`config.mk`:
```
export PLATFORM = sky130hd
export DESIGN_NAME = frame_timing_gen
export DESIGN_NICKNAME = d
export VERILOG_FILES = /design/src/rtl/vtg_pkg.sv /design/src/rtl/vtg_cfg_calc.sv /design/src/rtl/vtg_fsm.sv /design/src/rtl/vtg_outgen.sv /design/src/rtl/frame_timing_gen.sv
export SDC_FILE = /design/constraint.sdc
export NUM_CORES = 2
export LEC_CHECK = 0
export ABC_AREA = 1
export BUFFER_PORTS_ARGS = -buffer_cell sky130_fd_sc_hd__buf_4
export CORE_MARGIN = 5
export CORE_UTILIZATION = 46
export CTS_CLUSTER_DIAMETER = 40
export DETAILED_ROUTE_END_ITERATION = 6
export HOLD_SLACK_MARGIN = 0.02
export SETUP_SLACK_MARGIN = 0.2
export SKIP_LAST_GASP = 1
export SLEW_MARGIN = 20
export SYNTH_ARGS = -nofsm -noshare
export SYNTH_HDL_FRONTEND = slang
export SYNTH_SLANG_ARGS = --single-unit
```
`constraint.sdc`:
```
create_clock -name clk -period 22.4 [get_ports clk]
set_input_delay 2.24 -clock clk [delete_from_list [all_inputs] [get_ports clk]]
set_output_delay 2.24 -clock clk [all_outputs]
set_load 0.1 [all_outputs]
```
`src/rtl/vtg_pkg.sv`:
```
package vtg_pkg;

    localparam int FW = 12;        // width of one timing field
    localparam int TW = FW + 2;    // width of a per-axis total
    localparam int PW = 2 * TW;    // width of a frame pixel count

    typedef enum logic [1:0] {
        LK_GENERIC = 2'd0,
        LK_SERIAL  = 2'd1,
        LK_PACKET  = 2'd2,
        LK_SPARE   = 2'd3
    } link_kind_e;

    typedef enum logic [1:0] {
        ST_IDLE = 2'd0,
        ST_RUN  = 2'd1,
        ST_STOP = 2'd2
    } run_state_e;

    typedef struct packed {
        logic [FW-1:0] act;
        logic [FW-1:0] fp;
        logic [FW-1:0] sw;
        logic [FW-1:0] bp;
    } axis_t;

    typedef struct packed {
        logic [FW-1:0] hact;
        logic [FW-1:0] hsw;
        logic [FW-1:0] hbp;
        logic [FW-1:0] vact;
        logic [FW-1:0] vfp;
        logic [FW-1:0] vsw;
        logic [FW-1:0] vbp;
        logic [TW-1:0] htot;
        logic [TW-1:0] vtot;
        logic          hs_low;
        logic          vs_low;
        logic          fetch_en;
        logic [PW-1:0] fetch_at;
    } active_cfg_t;

endpackage

```
`src/rtl/vtg_cfg_calc.sv`:
```
module vtg_cfg_calc
    import vtg_pkg::*;
(
    input  axis_t       h_in,
    input  axis_t       v_in,
    input  logic        hs_low_in,
    input  logic        vs_low_in,
    input  logic [1:0]  kind,
    input  logic        wide,
    input  logic [FW-1:0] budget,
    output active_cfg_t cfg
);

    logic          is_packet;
    logic          is_serial;
    logic [FW:0]   hbp_sum;
    logic [FW:0]   vbp_sum;
    axis_t         h_f;
    axis_t         v_f;
    logic [TW-1:0] ht;
    logic [TW-1:0] vt;
    logic [TW-1:0] sof;
    logic [TW-1:0] need;
    logic [TW-1:0] lines;

    always_comb begin
        is_packet = (kind == LK_PACKET);
        is_serial = (kind == LK_SERIAL);
        hbp_sum   = {1'b0, h_in.bp} + {1'b0, h_in.fp};
        vbp_sum   = {1'b0, v_in.bp} + {1'b0, v_in.fp};
        h_f       = h_in;
        v_f       = v_in;

        // packet link: front porch folds into back porch
        if (is_packet) begin
            h_f.fp = '0;
            h_f.bp = hbp_sum[FW-1:0];
            v_f.fp = '0;
            v_f.bp = vbp_sum[FW-1:0];
            if (wide) begin
                h_f.act = h_in.act >> 1;
                h_f.sw  = h_in.sw >> 1;
                h_f.bp  = hbp_sum[FW:1];
            end
        end

        ht = TW'(h_f.act) + TW'(h_f.fp) + TW'(h_f.sw) + TW'(h_f.bp);
        vt = TW'(v_f.act) + TW'(v_f.fp) + TW'(v_f.sw) + TW'(v_f.bp);

        // lines borrowed from the vertical front porch
        sof   = TW'(v_f.bp) + TW'(v_f.sw);
        need  = '0;
        lines = '0;
        if (sof < TW'(budget)) begin
            need  = TW'(budget) - sof;
            lines = (TW'(v_f.fp) < need) ? TW'(v_f.fp) : need;
        end

        cfg.hact     = h_f.act;
        cfg.hsw      = h_f.sw;
        cfg.hbp      = h_f.bp;
        cfg.vact     = v_f.act;
        cfg.vfp      = v_f.fp;
        cfg.vsw      = v_f.sw;
        cfg.vbp      = v_f.bp;
        cfg.htot     = ht;
        cfg.vtot     = vt;
        cfg.hs_low   = hs_low_in & ~is_serial;
        cfg.vs_low   = vs_low_in & ~is_serial;
        cfg.fetch_en = (lines != '0);
        cfg.fetch_at = PW'(vt - lines) * PW'(ht) + PW'(1);
    end

endmodule

```
`src/rtl/vtg_fsm.sv`:
```
module vtg_fsm
    import vtg_pkg::*;
#(
    parameter int CW = 16
) (
    input  logic          clk,
    input  logic          rst_n,
    input  logic          enable,
    input  logic [TW-1:0] htot,
    input  logic [TW-1:0] vtot,
    output run_state_e    state,
    output logic [TW-1:0] hpos,
    output logic [TW-1:0] vpos,
    output logic [PW-1:0] pcnt,
    output logic [CW-1:0] frames,
    output logic          load
);

    run_state_e nxt;
    logic       last_pix;
    logic       line_end;

    always_comb begin
        line_end = (hpos == htot - TW'(1));
        last_pix = line_end && (vpos == vtot - TW'(1));
        nxt      = state;
        load     = 1'b0;
        unique case (state)
            ST_IDLE: begin
                if (enable) begin
                    nxt  = ST_RUN;
                    load = 1'b1;
                end
            end
            ST_RUN: begin
                if (last_pix) begin
                    if (enable) load = 1'b1;
                    else        nxt  = ST_IDLE;
                end else if (!enable) begin
                    nxt = ST_STOP;
                end
            end
            ST_STOP: begin
                if (last_pix) begin
                    if (enable) begin
                        nxt  = ST_RUN;
                        load = 1'b1;
                    end else begin
                        nxt = ST_IDLE;
                    end
                end
            end
            default: nxt = ST_IDLE;
        endcase
    end

    always_ff @(posedge clk) begin
        if (!rst_n) state <= ST_IDLE;
        else        state <= nxt;
    end

    always_ff @(posedge clk) begin
        if (!rst_n) begin
            hpos   <= '0;
            vpos   <= '0;
            pcnt   <= PW'(1);
            frames <= '0;
        end else begin
            if (state == ST_IDLE || last_pix) begin
                hpos <= '0;
                vpos <= '0;
                pcnt <= PW'(1);
            end else begin
                pcnt <= pcnt + PW'(1);
                if (line_end) begin
                    hpos <= '0;
                    vpos <= vpos + TW'(1);
                end else begin
                    hpos <= hpos + TW'(1);
                end
            end
            if (state != ST_IDLE && last_pix) frames <= frames + CW'(1);
        end
    end

endmodule

```
`src/rtl/vtg_outgen.sv`:
```
module vtg_outgen
    import vtg_pkg::*;
#(
    parameter int             CW     = 16,
    parameter int             PIXW   = 8,
    parameter logic [PIXW-1:0] FILL   = '1,
    parameter logic [PIXW-1:0] BORDER = '0
) (
    input  run_state_e      state,
    input  logic [TW-1:0]   hpos,
    input  logic [TW-1:0]   vpos,
    input  logic [PW-1:0]   pcnt,
    input  logic [CW-1:0]   frames,
    input  logic [FW-1:0]   hact,
    input  logic [FW-1:0]   hsw,
    input  logic [FW-1:0]   hbp,
    input  logic [FW-1:0]   vact,
    input  logic [FW-1:0]   vfp,
    input  logic [FW-1:0]   vsw,
    input  logic [FW-1:0]   vbp,
    input  logic [TW-1:0]   vtot,
    input  logic            hs_low,
    input  logic            vs_low,
    input  logic            fetch_en,
    input  logic [PW-1:0]   fetch_at,
    input  logic            up_valid,
    input  logic [PIXW-1:0] up_pixel,
    output logic            hsync,
    output logic            vsync,
    output logic            de,
    output logic [PIXW-1:0] pix_out,
    output logic            underrun,
    output logic            fetch_start,
    output logic            vsync_irq,
    output logic [TW-1:0]   line_cnt,
    output logic [CW-1:0]   frame_cnt,
    output logic            timing_active
);

    logic          running;
    logic [TW-1:0] hstart;
    logic [TW-1:0] vstart;
    logic          de_h;
    logic          de_v;
    logic          in_win;

    always_comb begin
        running = (state != ST_IDLE);
        hstart  = TW'(hsw) + TW'(hbp);
        vstart  = TW'(vsw) + TW'(vbp);
        de_h    = (hpos >= hstart) && (hpos < hstart + TW'(hact));
        de_v    = (vpos >= vstart) && (vpos < vstart + TW'(vact));

        hsync   = (running && (hpos < TW'(hsw))) ^ hs_low;
        vsync   = (running && (vpos < TW'(vsw))) ^ vs_low;
        de      = running && de_h && de_v;

        underrun = de && !up_valid;
        if (!de)           pix_out = BORDER;
        else if (up_valid) pix_out = up_pixel;
        else               pix_out = FILL;

        line_cnt    = running ? (vpos + TW'(1)) : '0;
        in_win      = running && fetch_en &&
                      (line_cnt > vtot - TW'(vfp)) && (line_cnt <= vtot);
        frame_cnt   = frames + CW'(in_win);
        fetch_start = running && fetch_en && (pcnt == fetch_at);
        vsync_irq   = running && (hpos == '0) && (vpos == '0);
        timing_active = running;
    end

endmodule

```
`src/rtl/frame_timing_gen.sv`:
```
module frame_timing_gen
    import vtg_pkg::*;
#(
    parameter int              CW     = 16,
    parameter int              PIXW   = 8,
    parameter logic [PIXW-1:0] FILL   = 8'hFF,
    parameter logic [PIXW-1:0] BORDER = '0
) (
    input  logic            clk,
    input  logic            rst_n,
    input  logic            enable,
    input  logic [FW-1:0]   h_active,
    input  logic [FW-1:0]   h_front,
    input  logic [FW-1:0]   h_sync,
    input  logic [FW-1:0]   h_back,
    input  logic [FW-1:0]   v_active,
    input  logic [FW-1:0]   v_front,
    input  logic [FW-1:0]   v_sync,
    input  logic [FW-1:0]   v_back,
    input  logic            hsync_low,
    input  logic            vsync_low,
    input  logic [1:0]      link_kind,
    input  logic            wide_bus,
    input  logic [FW-1:0]   fetch_budget,
    input  logic            up_valid,
    input  logic [PIXW-1:0] up_pixel,
    output logic            hsync,
    output logic            vsync,
    output logic            de,
    output logic [PIXW-1:0] pix_out,
    output logic            underrun,
    output logic            fetch_start,
    output logic            vsync_irq,
    output logic [TW-1:0]   line_cnt,
    output logic [CW-1:0]   frame_cnt,
    output logic            timing_active
);

    axis_t         h_shadow;
    axis_t         v_shadow;
    active_cfg_t   cfg_next;
    active_cfg_t   cfg_act;
    run_state_e    state;
    logic [TW-1:0] hpos;
    logic [TW-1:0] vpos;
    logic [PW-1:0] pcnt;
    logic [CW-1:0] frames;
    logic          load;

    assign h_shadow = '{act: h_active, fp: h_front, sw: h_sync, bp: h_back};
    assign v_shadow = '{act: v_active, fp: v_front, sw: v_sync, bp: v_back};

    vtg_cfg_calc u_calc (
        .h_in      (h_shadow),
        .v_in      (v_shadow),
        .hs_low_in (hsync_low),
        .vs_low_in (vsync_low),
        .kind      (link_kind),
        .wide      (wide_bus),
        .budget    (fetch_budget),
        .cfg       (cfg_next)
    );

    // active timing set: copied from the shadow inputs only at frame start
    always_ff @(posedge clk) begin
        if (!rst_n)    cfg_act <= '0;
        else if (load) cfg_act <= cfg_next;
    end

    vtg_fsm #(.CW(CW)) u_fsm (
        .clk    (clk),
        .rst_n  (rst_n),
        .enable (enable),
        .htot   (cfg_act.htot),
        .vtot   (cfg_act.vtot),
        .state  (state),
        .hpos   (hpos),
        .vpos   (vpos),
        .pcnt   (pcnt),
        .frames (frames),
        .load   (load)
    );

    vtg_outgen #(
        .CW     (CW),
        .PIXW   (PIXW),
        .FILL   (FILL),
        .BORDER (BORDER)
    ) u_out (
        .state         (state),
        .hpos          (hpos),
        .vpos          (vpos),
        .pcnt          (pcnt),
        .frames        (frames),
        .hact          (cfg_act.hact),
        .hsw           (cfg_act.hsw),
        .hbp           (cfg_act.hbp),
        .vact          (cfg_act.vact),
        .vfp           (cfg_act.vfp),
        .vsw           (cfg_act.vsw),
        .vbp           (cfg_act.vbp),
        .vtot          (cfg_act.vtot),
        .hs_low        (cfg_act.hs_low),
        .vs_low        (cfg_act.vs_low),
        .fetch_en      (cfg_act.fetch_en),
        .fetch_at      (cfg_act.fetch_at),
        .up_valid      (up_valid),
        .up_pixel      (up_pixel),
        .hsync         (hsync),
        .vsync         (vsync),
        .de            (de),
        .pix_out       (pix_out),
        .underrun      (underrun),
        .fetch_start   (fetch_start),
        .vsync_irq     (vsync_irq),
        .line_cnt      (line_cnt),
        .frame_cnt     (frame_cnt),
        .timing_active (timing_active)
    );

endmodule

```
==> reports/results.ini <==
[yosys]
synth_largest_area_cell = fa_1
ys_ff_latch = 217
yosysTopAreaCellShare = 0.164
synthSimpleGateAreaFrac = 0.213
ys.warnings.count = 0
yosysMostFrequentCell = nand2_1
synth_fa_ha_area_frac = 0.316
synth_mux_area_frac = 0
yosys-top-cells-count = nand2_1, inv_1, nor2_1
synth_top_family_by_area = adder cells
yosysSeqAreaShare = 0.149
synth.avg_cell_area_um2 = 7.10
syn_area_um2 = 29100
synth_xor_area_frac = 0.0727
synthCells = 4102
synth-edff-count = 0
synth_async_sr_flop_share = 0
synth.distinct_cells = 58
synth_compound_area_frac = 0.142
yosys-top-cells-area = fa_1, ha_1, dfxtp_1, nand2_1, inv_1
synth_ff_type = dfxtp_1

[setup_path]
critPathKind = input pin to flip-flop
worst_path_max_delay_cell = a21boi_1
cp_num_buf_inv = 10
crit_family = adder cells
cp.required_ps = 22920
start_kind = input pin
arrival_ps = 15560
crit_path_end_kind = flip-flop
max_stage_delay_ps = 730
cp_max_fo = 12

[global_route]
grt_pass1_vias = 25800
grt_max_degree = 111
track_usage = 0.262
grt_pass1_wl_mm = 142
grt-ovfl-total = 0
antenna_found_initial = 3

[finish]
drive_above_1_share = 0.0748
final_nets = 4964
fin_cells = 5127
fin_util = 0.521
fillers = 6375
syn_to_final_growth_pct = 12.5

[clock_network]
cts_buffer_depth = 3
cts-htree-levels = 2
clock_tree.root_cell = clkbuf_16
holdBufCountCts = 0
cts_num_sinks = 217
clock_latency_ps = 590
clk_pin_slew_ps = 60
numCtsBuffers = 43
post_cts_buffers = 0
cts_tree = done
cts-resized-gates = 0

[timing]
final_min_period_over_clock_period = 0.672
drv_slew = 0
fin_skew_ps = 38.5
worstMarginPinSlew_ps = 1090
setup_violations = 0
fin_crit_ps = 15040
rsz0062_at_grt = no
slew-limit-headroom = 0.274
fmax_ghz = 0.0665
finalSetupTns_ps = 0
hold_viol_final = 0

[drt]
ant_nets = 0
drtIter0Drc = 1720
via_count = 26700
via_per_inst = 5.21
wl_per_cell_um = 17.7
drc = 5
wl_mm = 90.7
first_pass_iters = 7

[floorplan]
num_rows = 92
die_w_um = 262
die_y_um = 262
fp.dieArea_um2 = 68500
fp.coreArea_um2 = 63000
num_io_pins = 170
start_util = 0.463

[outcome]
outcome = finished, violations left
violations = design-rule violations

[hold_path]
hold_class = flip-flop to flip-flop

[place]
portBuffers = 169
dp_hpwl_mm = 75.3
post-place-cells = 5048
place.gp.congestion = 0.946

[flow_run]
max_cap_viol_count = 0

-- logic make-up (layout without fill, tap and decap cells) --
logic type / count (synthesis) / after routing
other cells: 1 / 3
flops: 217 / 217
xor+xnor: 242 / 242
fa+ha+maj: 592 / 592
compound gates: 753 / 753
buf+inv: 809 / 986
simple gates: 1488 / 1488
-- worst register-to-register path: cells and delay by family, from the launching register on --
family / cells / cell delay (ps)
AND/OR/NAND/NOR: 12 / 1450
adder cells (fa/ha/maj): 1 / 250
AO/OA/AOI/OAI: 1 / 170
buffers and inverters: 4 / 1860
flip-flops: 1 / 500
-- placed cells by master, fill, tap and decap left out, types with 20 or more instances in the layout --
master,Yosys,layout
a21oi_1,385,385
nor3_1,45,45
nand2_1,770,770
xor2_1,170,170
o21ai_1,27,27
inv_1,699,699
nand3_1,126,126
or2_2,22,22
o21ai_0,202,202
ha_1,353,353
clkbuf_16,0,43
dfxtp_1,217,217
nand4_1,41,41
nor2_1,413,412
xnor2_1,72,71
o21bai_1,27,27
nor4_1,20,20
buf_4,4,192
fa_1,239,239
-- final cells by class --
| cell class | count | area [um^2] | share of cell area |
|---|---|---|---|
| Sequential cell | 217 | 4340 | 0.133 |
| Tap cell | 846 | 1060 | 0.0323 |
| Multi-Input combinational cell | 3077 | 21700 | 0.662 |
| Clock inverter | 34 | 454 | 0.0139 |
| Antenna cell | 1 | 2.50 | 0.0000763 |
| Timing Repair Buffer | 192 | 1440 | 0.0440 |
| Clock buffer | 44 | 1090 | 0.0332 |
| Inverter | 716 | 2690 | 0.0821 |
-- sequential cells by signal, summed over array words and instances (netlist names) --
name / cells
u_fsm.hpos: 14
u_fsm.vpos: 14
u_fsm.frames: 16
u_fsm.pcnt: 28
u_fsm.state: 2
cfg_act: 143
-- worst paths after layout --
path	startpoint	to	slack, ps	cells after the start
worst min-delay path	u_fsm.pcnt[0]	u_fsm.pcnt[0]	460	1
worst min register to register	u_fsm.pcnt[0]	u_fsm.pcnt[0]	460	1
worst max-delay path	v_front[0]	cfg_act[25]	7360	55
worst max register to register	cfg_act[31]	cfg_act[113]	18070	18
-- layer usage --
| layer | track usage | part of all wire | vias up |
|---|---|---|---|
| li1 | - | - | 13500 |
| met4 | 0.0708 | 0.027 | 0 |
| met3 | 0.0463 | 0.066 | 121 |
| met2 | 0.419 | 0.45 | 645 |
| met5 | 0 | 0 | - |
| met1 | 0.366 | 0.46 | 12400 |
-- through the flow --
stage / worst slack [ps] / area (um^2) / hold slack (ps)
CTS: 7450 / 32800 / 452
global route: 6020 / 32800 / 477
floorplan: 8750 / 29100 / 396
finish: 7360 / 32800 / 460
detailed placement: 6890 / 31200 / 437
global placement: 7260 / 31200 / 435
Power is not shown: default switching activity piles up to over one toggle a cycle in this logic, so the estimate is an artifact.
